[config.mk]
export PLATFORM = sky130hd
export DESIGN_NAME = dcc_cal_seq
export DESIGN_NICKNAME = d
export VERILOG_FILES = /design/src/rtl/dcc_cal_pkg.sv /design/src/rtl/dcc_settle_timer.sv /design/src/rtl/dcc_side_search.sv /design/src/rtl/dcc_side_merge.sv /design/src/rtl/dcc_cal_seq.sv
export SDC_FILE = /design/constraint.sdc
export NUM_CORES = 1
export LEC_CHECK = 0
export CORE_MARGIN = 4
export CORE_UTILIZATION = 40
export DETAILED_ROUTE_END_ITERATION = 10
export SYNTH_ARGS = -nofsm -noshare
export SYNTH_HDL_FRONTEND = slang
export SYNTH_SLANG_ARGS = --single-unit
[constraint.sdc]
create_clock -name clk -period 2.2 [get_ports clk]
set_input_delay 0.44 -clock clk [delete_from_list [all_inputs] [get_ports clk]]
set_output_delay 0.44 -clock clk [all_outputs]
set_load 0.02 [all_outputs]
[src/rtl/dcc_cal_pkg.sv]
package dcc_cal_pkg;

    // Default geometry of the calibration chain
    localparam int DCC_CODE_W_DEF  = 7;
    localparam int DCC_UNITS_DEF   = 10;
    localparam int DCC_SETTLE_DEF  = 128;

    // Sequencer phases
    typedef enum logic [2:0] {
        T_IDLE    = 3'd0,
        T_DLL_OFF = 3'd1,
        T_A_GO    = 3'd2,
        T_A_WAIT  = 3'd3,
        T_B_GO    = 3'd4,
        T_B_WAIT  = 3'd5,
        T_DLL_ON  = 3'd6
    } top_state_t;

    // Single-side search phases
    typedef enum logic [1:0] {
        SR_IDLE  = 2'd0,
        SR_FIRST = 2'd1,
        SR_STEP  = 2'd2
    } srch_state_t;

endpackage

[src/rtl/dcc_settle_timer.sv]
module dcc_settle_timer #(
    parameter int SETTLE = 128,
    localparam int CNT_W = (SETTLE > 2) ? $clog2(SETTLE) : 1
) (
    input  logic clk,
    input  logic rst,
    input  logic restart,
    output logic expired
);
    localparam logic [CNT_W-1:0] LAST_CNT = CNT_W'(SETTLE - 1);

    logic [CNT_W-1:0] cnt;
    logic             running;

    assign expired = running && (cnt == LAST_CNT);

    always_ff @(posedge clk) begin
        if (rst) begin
            cnt     <= '0;
            running <= 1'b0;
        end else if (restart) begin
            cnt     <= '0;
            running <= 1'b1;
        end else if (running) begin
            if (cnt == LAST_CNT) begin
                running <= 1'b0;
            end else begin
                cnt <= cnt + 1'b1;
            end
        end
    end
endmodule

[src/rtl/dcc_side_search.sv]
module dcc_side_search
    import dcc_cal_pkg::*;
#(
    parameter int CODE_W = 7,
    parameter int SETTLE = 128
) (
    input  logic              clk,
    input  logic              rst,
    input  logic              go,
    input  logic [CODE_W-1:0] seed,
    input  logic              cmp_in,
    output logic [CODE_W-1:0] code,
    output logic              fin,
    output logic              ok
);
    localparam logic [CODE_W-1:0] TOP = '1;

    srch_state_t st;
    logic up;
    logic expired;
    logic load, step, finish, pass;
    logic first_up, first_lim, step_lim, dir_now;

    dcc_settle_timer #(.SETTLE(SETTLE)) u_timer (
        .clk     (clk),
        .rst     (rst),
        .restart (load | step),
        .expired (expired)
    );

    assign first_up  = !cmp_in;
    assign first_lim = first_up ? (code == TOP) : (code == '0);
    assign step_lim  = up ? (code == TOP) : (code == '0);
    assign dir_now   = (st == SR_FIRST) ? first_up : up;

    always_comb begin
        load   = (st == SR_IDLE) && go;
        step   = 1'b0;
        finish = 1'b0;
        pass   = 1'b0;
        case (st)
            SR_FIRST: if (expired) begin
                if (first_lim) finish = 1'b1;
                else           step   = 1'b1;
            end
            SR_STEP: if (expired) begin
                if (step_lim) begin
                    finish = 1'b1;
                end else if (cmp_in == up) begin
                    finish = 1'b1;
                    pass   = 1'b1;
                end else begin
                    step = 1'b1;
                end
            end
            default: ;
        endcase
    end

    always_ff @(posedge clk) begin
        if (rst) begin
            st   <= SR_IDLE;
            code <= '0;
            up   <= 1'b0;
            fin  <= 1'b0;
            ok   <= 1'b0;
        end else begin
            fin <= 1'b0;
            if (load) begin
                code <= seed;
                st   <= SR_FIRST;
            end
            if ((st == SR_FIRST) && expired) begin
                up <= first_up;
            end
            if (step) begin
                code <= dir_now ? code + 1'b1 : code - 1'b1;
                st   <= SR_STEP;
            end
            if (finish) begin
                fin <= 1'b1;
                ok  <= pass;
                st  <= SR_IDLE;
            end
        end
    end
endmodule

[src/rtl/dcc_side_merge.sv]
module dcc_side_merge #(
    parameter int CODE_W = 7
) (
    input  logic              a_ok,
    input  logic [CODE_W-1:0] a_code,
    input  logic              b_ok,
    input  logic [CODE_W-1:0] b_code,
    output logic              m_ok,
    output logic [CODE_W-1:0] m_code
);
    logic [CODE_W:0] sum;

    assign sum  = {1'b0, a_code} + {1'b0, b_code};
    assign m_ok = a_ok | b_ok;

    always_comb begin
        if (a_ok && b_ok) m_code = sum[CODE_W:1];
        else if (a_ok)    m_code = a_code;
        else              m_code = b_code;
    end
endmodule

[src/rtl/dcc_cal_seq.sv]
module dcc_cal_seq
    import dcc_cal_pkg::*;
#(
    parameter int CODE_W    = DCC_CODE_W_DEF,
    parameter int NUM_UNITS = DCC_UNITS_DEF,
    parameter int SETTLE    = DCC_SETTLE_DEF,
    localparam int IDX_W    = (NUM_UNITS > 1) ? $clog2(NUM_UNITS) : 1
) (
    input  logic              clk,
    input  logic              rst,
    input  logic              start,
    output logic              busy,
    output logic              done,
    output logic              fail,
    output logic [IDX_W-1:0]  fail_unit,
    output logic [IDX_W-1:0]  unit_addr,
    output logic [CODE_W-1:0] det_code,
    output logic              det_corr_en,
    output logic              det_side_a,
    input  logic              det_compare,
    output logic              dll_wr,
    output logic              dll_update_en,
    output logic              dll_good,
    output logic              wr_en,
    output logic [CODE_W-1:0] wr_code,
    output logic              wr_cmp
);
    localparam logic [CODE_W-1:0] MID  = {1'b1, {(CODE_W-1){1'b0}}};
    localparam logic [IDX_W-1:0]  LAST = IDX_W'(NUM_UNITS - 1);

    top_state_t        st;
    logic [IDX_W-1:0]  unit;
    logic [CODE_W-1:0] seed, a_code, b_seed, srch_seed, srch_code, m_code;
    logic              a_ok, srch_go, srch_fin, srch_ok, m_ok;

    assign b_seed    = (a_code == '0) ? '0 : a_code - 1'b1;
    assign srch_go   = (st == T_A_GO) || (st == T_B_GO);
    assign srch_seed = (st == T_B_GO) ? b_seed : seed;

    dcc_side_search #(.CODE_W(CODE_W), .SETTLE(SETTLE)) u_search (
        .clk    (clk),
        .rst    (rst),
        .go     (srch_go),
        .seed   (srch_seed),
        .cmp_in (det_compare),
        .code   (srch_code),
        .fin    (srch_fin),
        .ok     (srch_ok)
    );

    dcc_side_merge #(.CODE_W(CODE_W)) u_merge (
        .a_ok   (a_ok),
        .a_code (a_code),
        .b_ok   (srch_ok),
        .b_code (srch_code),
        .m_ok   (m_ok),
        .m_code (m_code)
    );

    always_ff @(posedge clk) begin
        if (rst) begin
            st        <= T_IDLE;
            unit      <= '0;
            seed      <= MID;
            a_ok      <= 1'b0;
            a_code    <= '0;
            fail      <= 1'b0;
            fail_unit <= '0;
            done      <= 1'b0;
        end else begin
            done <= 1'b0;
            case (st)
                T_IDLE: if (start) begin
                    st        <= T_DLL_OFF;
                    unit      <= '0;
                    seed      <= MID;
                    fail      <= 1'b0;
                    fail_unit <= '0;
                end
                T_DLL_OFF: begin
                    if (unit == LAST) begin
                        unit <= '0;
                        st   <= T_A_GO;
                    end else begin
                        unit <= unit + 1'b1;
                    end
                end
                T_A_GO: st <= T_A_WAIT;
                T_A_WAIT: if (srch_fin) begin
                    a_ok   <= srch_ok;
                    a_code <= srch_code;
                    st     <= T_B_GO;
                end
                T_B_GO: st <= T_B_WAIT;
                T_B_WAIT: if (srch_fin) begin
                    if (m_ok) begin
                        seed <= m_code;
                        if (unit == LAST) begin
                            unit <= '0;
                            st   <= T_DLL_ON;
                        end else begin
                            unit <= unit + 1'b1;
                            st   <= T_A_GO;
                        end
                    end else begin
                        fail      <= 1'b1;
                        fail_unit <= unit;
                        st        <= T_IDLE;
                    end
                end
                T_DLL_ON: begin
                    if (unit == LAST) begin
                        unit <= '0;
                        done <= 1'b1;
                        st   <= T_IDLE;
                    end else begin
                        unit <= unit + 1'b1;
                    end
                end
                default: st <= T_IDLE;
            endcase
        end
    end

    assign busy          = (st != T_IDLE);
    assign unit_addr     = unit;
    assign det_code      = srch_code;
    assign det_corr_en   = (st == T_A_WAIT) || (st == T_B_WAIT);
    assign det_side_a    = (st == T_A_GO) || (st == T_A_WAIT);
    assign dll_wr        = (st == T_DLL_OFF) || (st == T_DLL_ON);
    assign dll_update_en = (st == T_DLL_ON);
    assign dll_good      = 1'b0;
    assign wr_en         = (st == T_B_WAIT) && srch_fin && m_ok;
    assign wr_code       = m_code;
    assign wr_cmp        = 1'b0;
endmodule

# Yosys cells after proc, flatten, opt, wreduce, memory -nomap -nowiden

Cells that the tools add are included.

Register bits: 48
Bits of input ports: 4
Output and inout port bits: 32
Logic and storage cells: 131

Add/subtract/negate cells: 6
Equality and inequality tests: 19
Multiplexer cells: 56
Bitwise operators: 4
Reduce and logical (&&, ||, !) cells: 30

Operators with widths:

| cell                  | number |
|---|---|
| $mux W7               | 10 |
| $mux W1               | 24 |
| $mux W4               | 6 |
| $mux W3               | 7 |
| $pmux W3 S7           | 1 |
| $add A7 B1 Y7 const B | 2 |
| $eq A7 B7 Y1 const B  | 2 |
| $logic_not A7 Y1      | 2 |
| $pmux W7 S2           | 1 |
| $sub A7 B1 Y7 const B | 2 |
| $pmux W4 S3           | 1 |
| $reduce_and A4 Y1     | 3 |
| $eq A3 B3 Y1 const B  | 3 |
| $add A7 B7 Y8         | 1 |
| $ne A2 B2 Y1 const B  | 4 |
| $pmux W4 S2           | 1 |
| $reduce_or A2 Y1      | 4 |
| $eq A3 B2 Y1 const B  | 2 |
| $logic_and A1 B1 Y1   | 6 |
| $ne A2 B1 Y1 const B  | 3 |
| $pmux W1 S2           | 3 |
| $reduce_bool A3 Y1    | 2 |
| $reduce_and A5 Y1     | 1 |
| $add A4 B1 Y4 const B | 1 |
| 15 further kinds      | 23 |

# Depth between registers and ports, before layout

Gate-level depths: netlist of run 1.

Depth in word-level cells: 7
Mapped depth: 11
Depth with buffers taken out: 11

# Hierarchy

Synthesis of run 1 repeated with hierarchy kept, for this count alone.

Cell total of the unflattened synthesis: 406
Area, all modules: 3,271.9 sq um

Modules (own cells, without submodules):

| module           | instances | cells an instance | area an instance (sq um) | seq. area each (sq um) |
|---|---|---|---|---|
| dcc_cal_seq      | 1         | 178               | 1,510.2                  | 560.5 |
| dcc_side_search  | 1         | 113               | 928.4                    | 240.2 |
| dcc_side_merge   | 1         | 74                | 464.2                    | 0.0 |
| dcc_settle_timer | 1         | 41                | 369.1                    | 160.2 |

# Worst setup path before layout of run 1

No wires, ideal clock.

Kind: register to output
Start: register u_search.code[0]
End: output wr_code[5]
Arrival time: 2.075 ns
Data required time: 1.760 ns
Setup slack: -0.315 ns
Stages on the path, launching flop included: 10
Buffers on the path: 1
Path through: dfxtp_1 -> buf_2 -> and2_1 -> fa_1 -> a21oi_1 -> o21ai_0 -> o21ai_0 -> mux2i_1 -> and3_1 -> nor2_1

Word-level cells in the longest chain between the ends: 2

Ends and longest elaborated chain:

| item                     | RTL line              | RTL |
|---|---|---|
| start: declaration       | dcc_side_search.sv:12 | `output logic [CODE_W-1:0] code,` |
| start signal: assignment | dcc_side_search.sv:77 | `code <= dir_now ? code + 1'b1 : code - 1'b1;` |
| $add A7 B7 Y8            | dcc_side_merge.sv:13  | `assign sum = {1'b0, a_code} + {1'b0, b_code};` |
| $mux W7                  | dcc_side_merge.sv:17  | `if (a_ok && b_ok) m_code = sum[CODE_W:1];` |
| end: declaration         | dcc_cal_seq.sv:25     | `output logic [CODE_W-1:0] wr_code,` |

Every way passes these cells.

# Worst setup path after layout of run 1

Start: register a_code[1]
End: output wr_code[5]

Word-level cells in the longest chain between the ends: 2

Ends and longest elaborated chain:

| item                     | RTL line             | RTL |
|---|---|---|
| start: declaration       | dcc_cal_seq.sv:33    | `logic [CODE_W-1:0] seed, a_code, b_seed, srch_seed, srch_code, m_code;` |
| start signal: assignment | dcc_cal_seq.sv:91    | `a_code <= srch_code;` |
| $add A7 B7 Y8            | dcc_side_merge.sv:13 |  |
| $mux W7                  | dcc_side_merge.sv:17 |  |

Every way passes these cells.

==> impl_results.md, run 1 <==
- Cell taking the most area after synthesis: dfxtp_1
- Die height: 95.0 µm
- Top cell type's share of synthesized area: a little under a third
- Largest net degree at the start of global routing: 22
- Hold_sp: fail_unit[3]
- Sw frac: between 20% and 30%
- Worst-Margin Slew: between 500 and 600 ps
- Arr. time, crit path: approximately 2100 ps
- Clk sinks: 48
- Area of the multi-input gates: roughly 2100 µm²
- Worst vdd ir: between 200 and 250 µV
- Fmax: between 300 and 400 MHz
- Min-Delay Endpoint: fail_unit[3]
- Via density: ~5.4
- Antenna Violating Nets Remaining: 0
- Async set or reset register ratio after synthesis: 0%
- Slowest cell on crit path: fa_2
- CTS Hold Bufs: 0
- Post-layout min period: approximately 2500 ps
- RSZ-0062 raised after global routing: yes
- Vias in the first global route: 2989
- Share of cells above drive strength 1: a little over a quarter
- Leak: about 0.0017 µW
- Cell family with most CP delay: adder cells
- Hold_ws: around 460 ps
- Startpoint Class: flip-flop
- Post-synthesis average cell area: 7.52 µm²
- EDFF count, synth: 0
- Dominant synthesized flop cell: dfxtp_1
- Filler cells: about 700
- Top-count cell post-synth: nand2_1
- N_diodes: 0
- Synth-to-layout area growth: 36.9%
- Synth area leaders: dfxtp_1 (32%), a21oi_1 (7.6%), nand2_1 (6.9%), ha_1 (6.2%), nor2_1 (5.5%)
- Yosys reg bits: 48
- Register area: between 900 and 1000 µm²
- Area of the mapped netlist: between 3000 and 4000 µm²
- # H-tree levels: 2
- WP buf/inv: 2
- Combinational Power Share: 8.1%
- Area post-placement: between 3000 and 4000 µm²
- Netlist cell types: 56
- Setup Total Neg Slack: -1850 ps
- Int Power: around 1200 µW
- Slew headroom: between 60% and 70%
- Final Worst Setup Slack: -329 ps
- Crit-path max FO: 3
- DPL Wire Length: around 6.3 mm
- Sequential share of power: 53.7%
- Drt wl/cell: around 15 µm
- Hold Path Stages: 2
- Clk pwr share: about two fifths
- CTS tree: built
- Worst R2R End: seed[2]
- I/O pins: 36
- Seq/Total Area, Yosys: a little under a third
- Critical Path Max Stage Delay: 380 ps
- Switching power: about 420 µW
- Root Buffer: clkbuf_8
- Cells after synthesis: between 400 and 500
- Die Wd: between 90 and 100 µm
- Routed WL: around 8.7 mm
- Outcome: finished, violations left
- Num rows: 31
- Crit Path Class: flip-flop to output pin
- Initial antenna violation count: 0
- Final slew viol count: 0
- Max-cap violation count: 0
- Design area: between 4000 and 5000 µm²
- Core footprint: 7290 µm²
- Failing checks: negative setup slack
- Worst r2r src: u_search.code[1]
- Reg2reg setup slack: -20 ps
- Final setup viols: 8
- Critical path capture point type: output pin
- Die ar.: roughly 9000 µm²
- Port bufs: 33
- Worst reg-to-reg path cell count: 10
- First-pass GRT wire length: approximately 14 mm
- CTS max path bufs: 2
- Final hold vios: 0
- Drt pass-1 iters: 4
- Clock buffer count from CTS: 5
- Final RePlAce weighted congestion: around 0.87
- Commonest cells post-synth: nand2_1 (56), dfxtp_1 (48), a21oi_1 (46), nor2_1 (44), o21ai_0 (27)
- Worst min path class: flip-flop to flip-flop
- DRC: 0
- Initial DRC count: between 200 and 250
- Skew final: 11.8 ps
- CP Cell Sequence: buf_6 > fa_2 > a21oi_2 > o21ai_2 > o21ai_2 > mux2i_1 > and3_4 > nor2_4 > buf_6
- Layout Nets: 500
- Via count: between 3000 and 4000
- Tot GR Track Use: about a fifth
- Starting density of the core: 41.6%
- Reg clk slew, reported paths: ~100 ps
- Tcrit/Tclk final: 115%
- WP data required: between 1500 and 2000 ps
- Yosys warning count: 0
- PD cells: a little under 400 nW/µm²
- Total grt overflow: 0
- Clk_lat worst skew: about 310 ps
## cells by family (layout without fill, tap and decap cells)
logic type,after synthesis,in the layout,synth area share (%)
AO/OA/AOI/OAI,110,110,21.8
XOR/XNOR,16,16,4.62
adder cells (fa/ha/maj),16,16,6.85
buffers and inverters,38,115,5.70
flip-flops,48,48,31.7
multiplexers,6,6,2.02
other,1,2,0.124
AND/OR/NAND/NOR,168,168,27.2
## flip-flops by register name (all words and copies together) (netlist names)
register	count
fail_unit	4
u_search.code	7
unit_addr	4
u_search.fin	1
done	1
a_ok	1
fail	1
u_search.st	2
u_search.up	1
u_search.u_timer.running	1
seed	7
a_code	7
u_search.u_timer.cnt	7
st	3
u_search.ok	1
## tightest hold or removal path: cells and delay by family (launching register included)
family	cells	cell delay (ps)
AOI/OAI and AO/OA	1	50
DFF	1	320
and+or+nand+nor	1	50
## how the worst max path moves through the flow
stage                            end  slack [ps]             start  depth (start not counted)
after floorplan           wr_code[5]         -50  u_search.code[0]                          9
after global placement    wr_code[5]        -440  u_search.code[0]                          9
after detailed placement  wr_code[5]        -460  u_search.code[0]                          9
after CTS                 wr_code[5]        -320  u_search.code[0]                          9
after global routing      wr_code[5]        -460         a_code[1]                          9
final                     wr_code[5]        -330         a_code[1]                          9
## per-stage QoR
stage / utilization, % / std cells / setup WS (ps) / power (µW)
global placement: 52.0 / 564 / -441 / 1030
detailed placement: 52.0 / 564 / -457 / 1040
global route: 56.9 / 580 / -463 / 1710
floorplan: - / 404 / -47.6 / 982
finish: 56.9 / 580 / -329 / 1640
CTS: 54.9 / 576 / -324 / 1650
## timing repair
| action | in CTS | in global routing |
|---|---|---|
| buffers inserted | 4 | 3 |
| endpoints found under the setup margin | 17 | 18 |
| resized for setup | 63 | 26 |
| gates cloned | 0 | 1 |
| pin swaps | 17 | 7 |
## layout by cell type, fill, tap and decap left out, types with 4 or more instances in the layout
cell type / count
a21oi_1: 40
a21oi_2: 6
a22oi_1: 4
and3_1: 5
buf_4: 59
buf_6: 6
clkbuf_8: 5
clkdlybuf4s50_1: 20
dfxtp_1: 41
dfxtp_2: 4
ha_1: 11
inv_1: 13
mux2i_1: 5
nand2_1: 55
nand3_1: 12
nand3b_1: 6
nand4_1: 6
nor2_1: 41
nor3_1: 6
o211ai_1: 5
o21ai_0: 22
xnor2_1: 5
xor2_1: 9
## per-layer routing
| metal | wire, µm | global-route usage, % |
|---|---|---|
| met5 | 0 | 0 |
| met4 | 77 | 4.81 |
| met3 | 388 | 4.66 |
| met2 | 4100 | 32.2 |
| met1 | 4130 | 26.0 |
## area by class of cell
| cell class | instances | share of cell area (%) |
|---|---|---|
| clock buffers | 6 | 2.26 |
| well taps | 99 | 2.99 |
| flip-flops and latches | 48 | 23.6 |
| clock inverters | 2 | 0.302 |
| inverters | 13 | 1.18 |
| repair buffers | 94 | 19.9 |
| multi-input cells | 318 | 49.8 |
## power groups by stage
stage / registers (µW) / clock network [µW] / logic (µW)
2_1_floorplan: 904 / 0 / 77.8
3_3_place_gp: 902 / 0 / 131
3_5_place_dp: 903 / 0 / 133
4_1_cts: 880 / 640 / 133
5_1_grt: 881 / 678 / 146
6_report: 879 / 625 / 132
No activity file was read; power rests on OpenSTA's default activity.
==> run 2, diff against run 1 <==
- CTS_BUF_LIST: not set -> sky130_fd_sc_hd__clkbuf_4 sky130_fd_sc_hd__clkbuf_8
- SYNTH_HIERARCHICAL: not set -> 1
==> run 2 against run 1 <==
Net effect:
- the flow still finishes with violations (negative setup slack)
- fmax up 9.1%
- clock skew is 5.6 ps lower
- global-route usage decreased by 0.83 points
- setup slack better by 210 ps
- sequential share of layout area is 2.4 points lower
- sequential power rose by 3.2%
- total power grew 18%
- first-iteration DRC count down 24%
- routed wire length grew 8.1%
- core utilization grew 2.1 points
- critical path type unchanged
- critical endpoint is now wr_code[2]
==> impl_results.md, run 2 <==
- Outcome: finished, violations left
- Failing checks: negative setup slack
- Met2 wire len: ~4.5 mm
- Final RePlAce weighted congestion: 0.911
- Worst-Margin Slew: a little over 500 ps
- Max-cap violation count: 0
- Pwr Total: approximately 1900 µW
- Largest net degree at the start of global routing: 23
- CTS tree: built
- Clock buffer count from CTS: 5
- Fmax: roughly 430 MHz
- Top cell type's share of synthesized area: between 20% and 30%
- Worst reg-to-reg path cell count: 10
- DRC: 0
- Tot GR Track Use: a little under a fifth
- Highest routed layer: met4
- Dominant synthesized flop cell: dfxtp_1
- Num rows: 32
- Via density: 5.43
- Yosys warning count: 6
- Synth-to-layout area growth: 41.6%
- Yosys reg bits: between 40 and 50
- Post-layout util: 59.0%
- Die ar.: just under 10000 µm²
- Worst vdd ir: 269 µV
- Crit-path max FO: 2
- Worst R2R End: u_search/code[6]
- Worst setup endpoint: wr_code[2]
- Initial DRC count: 158
- Antenna Violating Nets Remaining: 0
- Cell taking the most area after synthesis: dfxtp_1
- Via count: between 3000 and 4000
- Area post-placement: slightly above 4000 µm²
- Die Wd: 98.4 µm
- Reg clk slew, reported paths: 100 ps
- PD cells: 416 nW/µm²
- Worst min path class: flip-flop to flip-flop
- Root Buffer: clkbuf_8
- Final slew viol count: 0
- RSZ-0062 raised after global routing: yes
- Final Worst Setup Slack: -117 ps
- Total grt overflow: 0
- DPL Wire Length: just under 7 mm
- Synth area leaders: dfxtp_1 (29%), ha_1 (5.7%), nand2_1 (5.5%), a21oi_1 (5.0%), nor2_1 (3.1%)
- CTS max path bufs: 2
- Final setup viols: 6
- Routed WL: 9.40 mm
- Vias in the first global route: between 3000 and 4000
- Skew final: ~6.3 ps
- I/O pins: 36
- Drt pass-1 iters: 5
- Cells after synthesis: a little over 400
- EDFF count, synth: 0
- Met3 WL: ~400 µm
- Startpoint Class: flip-flop
- Share of cells above drive strength 1: 37.2%
- N_diodes: 0
- WP data required: approximately 1800 ps
- Layout Nets: ~530
- Commonest non-fill, non-tap cells in the layout: buf_4 (77), nand2_1 (46), dfxtp_1 (35)
- Commonest non-fill, non-tap cell in the layout: buf_4
- Core footprint: between 7000 and 8000 µm²
- Slew headroom: around two thirds
- Leak: 0.00188 µW
- CP startpoint: u_search/code[1]
- Starting density of the core: 41.7%
- M1 wire length: between 4 and 5 mm
- Filler cells: 714
- Final hold vios: 0
- First-pass GRT wire length: ~15 mm
- Die height: ~98 µm
- Port bufs: 33
- # H-tree levels: 2
- Arr. time, crit path: ~1900 ps
- Crit Path Class: flip-flop to output pin
- Clk sinks: 48
- Area of the mapped netlist: 3270 µm²
- Initial antenna violation count: 0
- Tcrit/Tclk final: 105%
- Post-layout min period: ~2300 ps
- Design area: 4630 µm²
- Worst r2r src: u_search/u_timer/cnt[0]
- Reg2reg setup slack: -20 ps
- Async set or reset register ratio after synthesis: 0%
- Post-synthesis average cell area: between 8 and 9 µm²
- CTS Hold Bufs: 0
- Clk_lat worst skew: slightly above 300 ps
- Seq/Total Area, Yosys: about 30%
- Commonest cells post-synth: dfxtp_1 (48), nand2_1 (48), a21oi_1 (33), nor2_1 (27), inv_1 (18)
- Netlist cell types: 83
- Drt wl/cell: between 15 and 20 µm
- Critical path capture point type: output pin
## run 2: worst min path at each step
stage	from	endpoint	slack (ps)	cells after the start
after floorplan	seed[6]	seed[6]	420	2
after global placement	fail	fail	440	1
after detailed placement	fail	fail	450	1
after CTS	fail	fail	470	1
after global routing	seed[6]	seed[6]	490	2
final	seed[6]	seed[6]	460	2
## run 2: routing by layer
layer  vias up  global-route usage, %
met2        69                   30.2
met3         6                   3.33
met1      1544                   26.1
li1       1684                      -
met4         0                   4.94
met5         -                      0
## run 2: timing repair
action | in CTS | in global routing
hold endpoints to repair | 0 | 0
buffers inserted | 6 | 13
gates resized for setup | 67 | 35
endpoints found under the setup margin | 18 | 22
pin swaps | 15 | 22
## run 2: where the power goes
part	leakage [µW]	internal (µW)	total (µW)	switching, µW
sequential	0.000394	881	907	25.9
clock	0.0000548	343	679	336
combinational	0.00143	157	341	184
total	0.00188	1380	1930	546
## run 2: final cells by class
type / count / area, µm² / area share [%]
clock buffers: 5 / 68.8 / 1.49
flip-flops and latches: 48 / 982 / 21.2
inverters: 19 / 73.8 / 1.59
repair buffers: 115 / 985 / 21.3
multi-input cells: 316 / 2350 / 50.7
well taps: 102 / 128 / 2.75
clock inverters: 3 / 46.3 / 0.999
## run 2: metrics by stage
step	setup WS (ps)	TNS, ps	hold slack, ps	instances
3_3_place_gp	-286	-2110	435	581
6_report	-117	-450	462	608
2_1_floorplan	-131	-313	424	407
5_1_grt	-205	-1700	494	608
3_5_place_dp	-352	-2570	445	581
4_1_cts	-132	-570	469	595
## run 2: cells by family after synthesis
group / share of synthesized area (%)
mux: 1.53
flops: 29.4
compound gates: 26.5
simple gates: 27.0
other cells: 0.115
xor+xnor: 2.14
buf+inv: 7.00
fa+ha+maj: 6.35
## run 2: critical path, stage by stage (launching register included)
cell and delay [ps]:
dfxtp_1 320, buf_4 140, ha_4 250, nand4_1 110, nand2_1 100, buf_4 100
nor2_1 30, or3_4 380, buf_6 140
==> run 3, diff against run 2 <==
- CORE_ASPECT_RATIO: not set -> 0.5
- DONT_BUFFER_PORTS: not set -> 1
==> run 3 against run 2 <==
Net effect:
- the run still ends with negative setup slack left
- hold slack got worse by 280 ps
- critical path type unchanged
- non-clock buffer count fell by 63
- final cell count fell by 9.4%
- core utilization fell by 4.5 points
- first-iteration DRC count rose by 41%
- register-to-register slack got worse by 20 ps
- critical path depth fell by 1
- setup slack got worse by 1.1 ps
- clock skew rose by 1.0 ps
- clock power rose by 2%
- combinational power fell by 16%
==> impl_results.md, run 3 (same netlist as run 2, synthesis figures left out) <==
- Post-layout min period: between 2000 and 2500 ps
- I/O pins: 36
- Final setup viols: 6
- Cell family with most CP delay: adder cells
- CTS tree: built
- Initial DRC count: between 200 and 250
- Starting density of the core: between 40% and 50%
- Core footprint: roughly 7600 µm²
- Fmax: around 430 MHz
- Arr. time, crit path: 1880 ps
- Slowest cell on crit path: fa_2
- Worst min path class: input port to flip-flop
- Clk sinks: 48
- Drt pass-1 iters: 5
- Root Buffer: clkbuf_8
- First-pass GRT wire length: about 15 mm
- Outcome: finished, violations left
- Final slew viol count: 0
- Filler cells: 679
- Leak: roughly 0.0016 µW
- Design area: 4160 µm²
- Routed WL: 9.38 mm
- Critical path capture point type: output pin
- Critical Path Max Stage Delay: ~400 ps
- Die height: just over 70 µm
- CTS Hold Bufs: 0
- Antenna Violating Nets Remaining: 0
- Final hold vios: 0
- DRC: 0
- Die Wd: 136 µm
- Pre-CTS setup slack: -27.6 ps
- Total grt overflow: 0
- Register area: roughly 1000 µm²
- Final RePlAce weighted congestion: between 0.9 and 1
- WP data required: between 1500 and 2000 ps
- Via density: about 5.8
- Worst r2r src: u_search/u_timer/cnt[0]
- Non-filler cells in the finished layout: 551
- Final Worst Setup Slack: -118 ps
- CP Cell Sequence: inv_2 > fa_2 > nand2b_4 > a21oi_2 > nor2_1 > o31ai_2 > buf_4
- Tot GR Track Use: between 10% and 20%
- WP buf/inv: 2
- Commonest non-fill, non-tap cell in the layout: buf_4
- Num rows: 22
- Vias in the first global route: 3125
- Port bufs: 0
- Placed cells: around 540
- Max-cap violation count: 0
- Layout Nets: approximately 460
- PD cells: approximately 450 nW/µm²
- Die ar.: 9780 µm²
- Clk_lat worst skew: between 300 and 400 ps
- Crit-path max FO: 2
- RSZ-0062 raised after global routing: yes
- Clock buffer count from CTS: 5
- Synth-to-layout area growth: 27.0%
- Tcrit/Tclk final: 105%
- Hold Path Stages: 1
- Area of the multi-input gates: 2420 µm²
- Skew final: ~7.3 ps
- Initial antenna violation count: 0
- Worst-Margin Slew: between 500 and 600 ps
- Startpoint Class: flip-flop
- Largest net degree at the start of global routing: 39
- Worst reg-to-reg path cell count: 9
- Share of cells above drive strength 1: roughly a third
- N_diodes: 0
- DPL Wire Length: roughly 6.7 mm
- Area post-placement: 3660 µm²
- Worst R2R End: u_search/code[6]
- Hold_ws: between 150 and 200 ps
- Failing checks: negative setup slack
- Drt wl/cell: between 15 and 20 µm
- Hold_sp: rst
- # H-tree levels: 2
- Reg clk slew, reported paths: about 90 ps
- Commonest non-fill, non-tap cells in the layout: buf_4 (46), nand2_1 (45), dfxtp_1 (36)
- Min-Delay Endpoint: u_search/code[2]
- Slew headroom: between 60% and 70%
- Via count: 3210
- Worst vdd ir: 288 µV
- Reg2reg setup slack: -40 ps
- Crit Path Class: flip-flop to output pin
- CTS max path bufs: 2
-- run 3: worst max-delay path by stage --
stage                                   to                    start  depth (start not counted)
after global placement    u_search/code[3]  u_search/u_timer/cnt[1]                         11
after global routing            wr_code[3]                a_code[1]                          7
after floorplan           u_search/code[4]           u_search/st[1]                         12
after detailed placement  u_search/code[3]  u_search/u_timer/cnt[1]                         11
final                           wr_code[3]                a_code[1]                          7
after CTS                       wr_code[3]                a_code[1]                          7
-- run 3: cell type report --
| type | count | share of cell area, % |
|---|---|---|
| inverters | 19 | 1.78 |
| well taps | 108 | 3.25 |
| clock inverters | 2 | 0.933 |
| multi-input cells | 316 | 58.2 |
| clock buffers | 6 | 1.99 |
| flip-flops and latches | 48 | 23.7 |
| repair buffers | 52 | 10.1 |
-- run 3: through the flow --
stage	power [µW]	util, %	setup TNS, ps
2_1_floorplan	1180	-	-313
3_3_place_gp	1210	48.0	0
3_5_place_dp	1220	48.0	-72.6
4_1_cts	1910	52.0	-452
5_1_grt	1970	54.5	-900
6_report	1890	54.5	-374
-- run 3: worst reg2reg max path, cell delays in order, from the launching register on --
cell and delay [ps]:
dfxtp_2 360, ha_4 140, and4_4 220, and3_4 190, and2_4 170, nand2_4 60, a2111oi_4 330, nor2_4 110
or4_1 500, o221ai_1 90
-- run 3: what timing repair did --
| action | in CTS | in global routing |
|---|---|---|
| gates resized for setup | 34 | 35 |
| hold endpoints to repair | 0 | 0 |
| setup buffers | 5 | 6 |
| pin swaps | 14 | 20 |
| endpoints found under the setup margin | 10 | 18 |
-- run 3: metal layers --
layer | track usage, % | part of all wire [%]
met1 | 23.1 | 43
met2 | 33.4 | 49
met3 | 5.06 | 6.3
met4 | 6.48 | 1.9
met5 | 0 | 0
-- run 3: where the power goes --
group	switching [µW]	internal (µW)	leakage, µW
sequential	33.4	877	0.000394
clock	318	372	0.0000614
combinational	159	127	0.00112
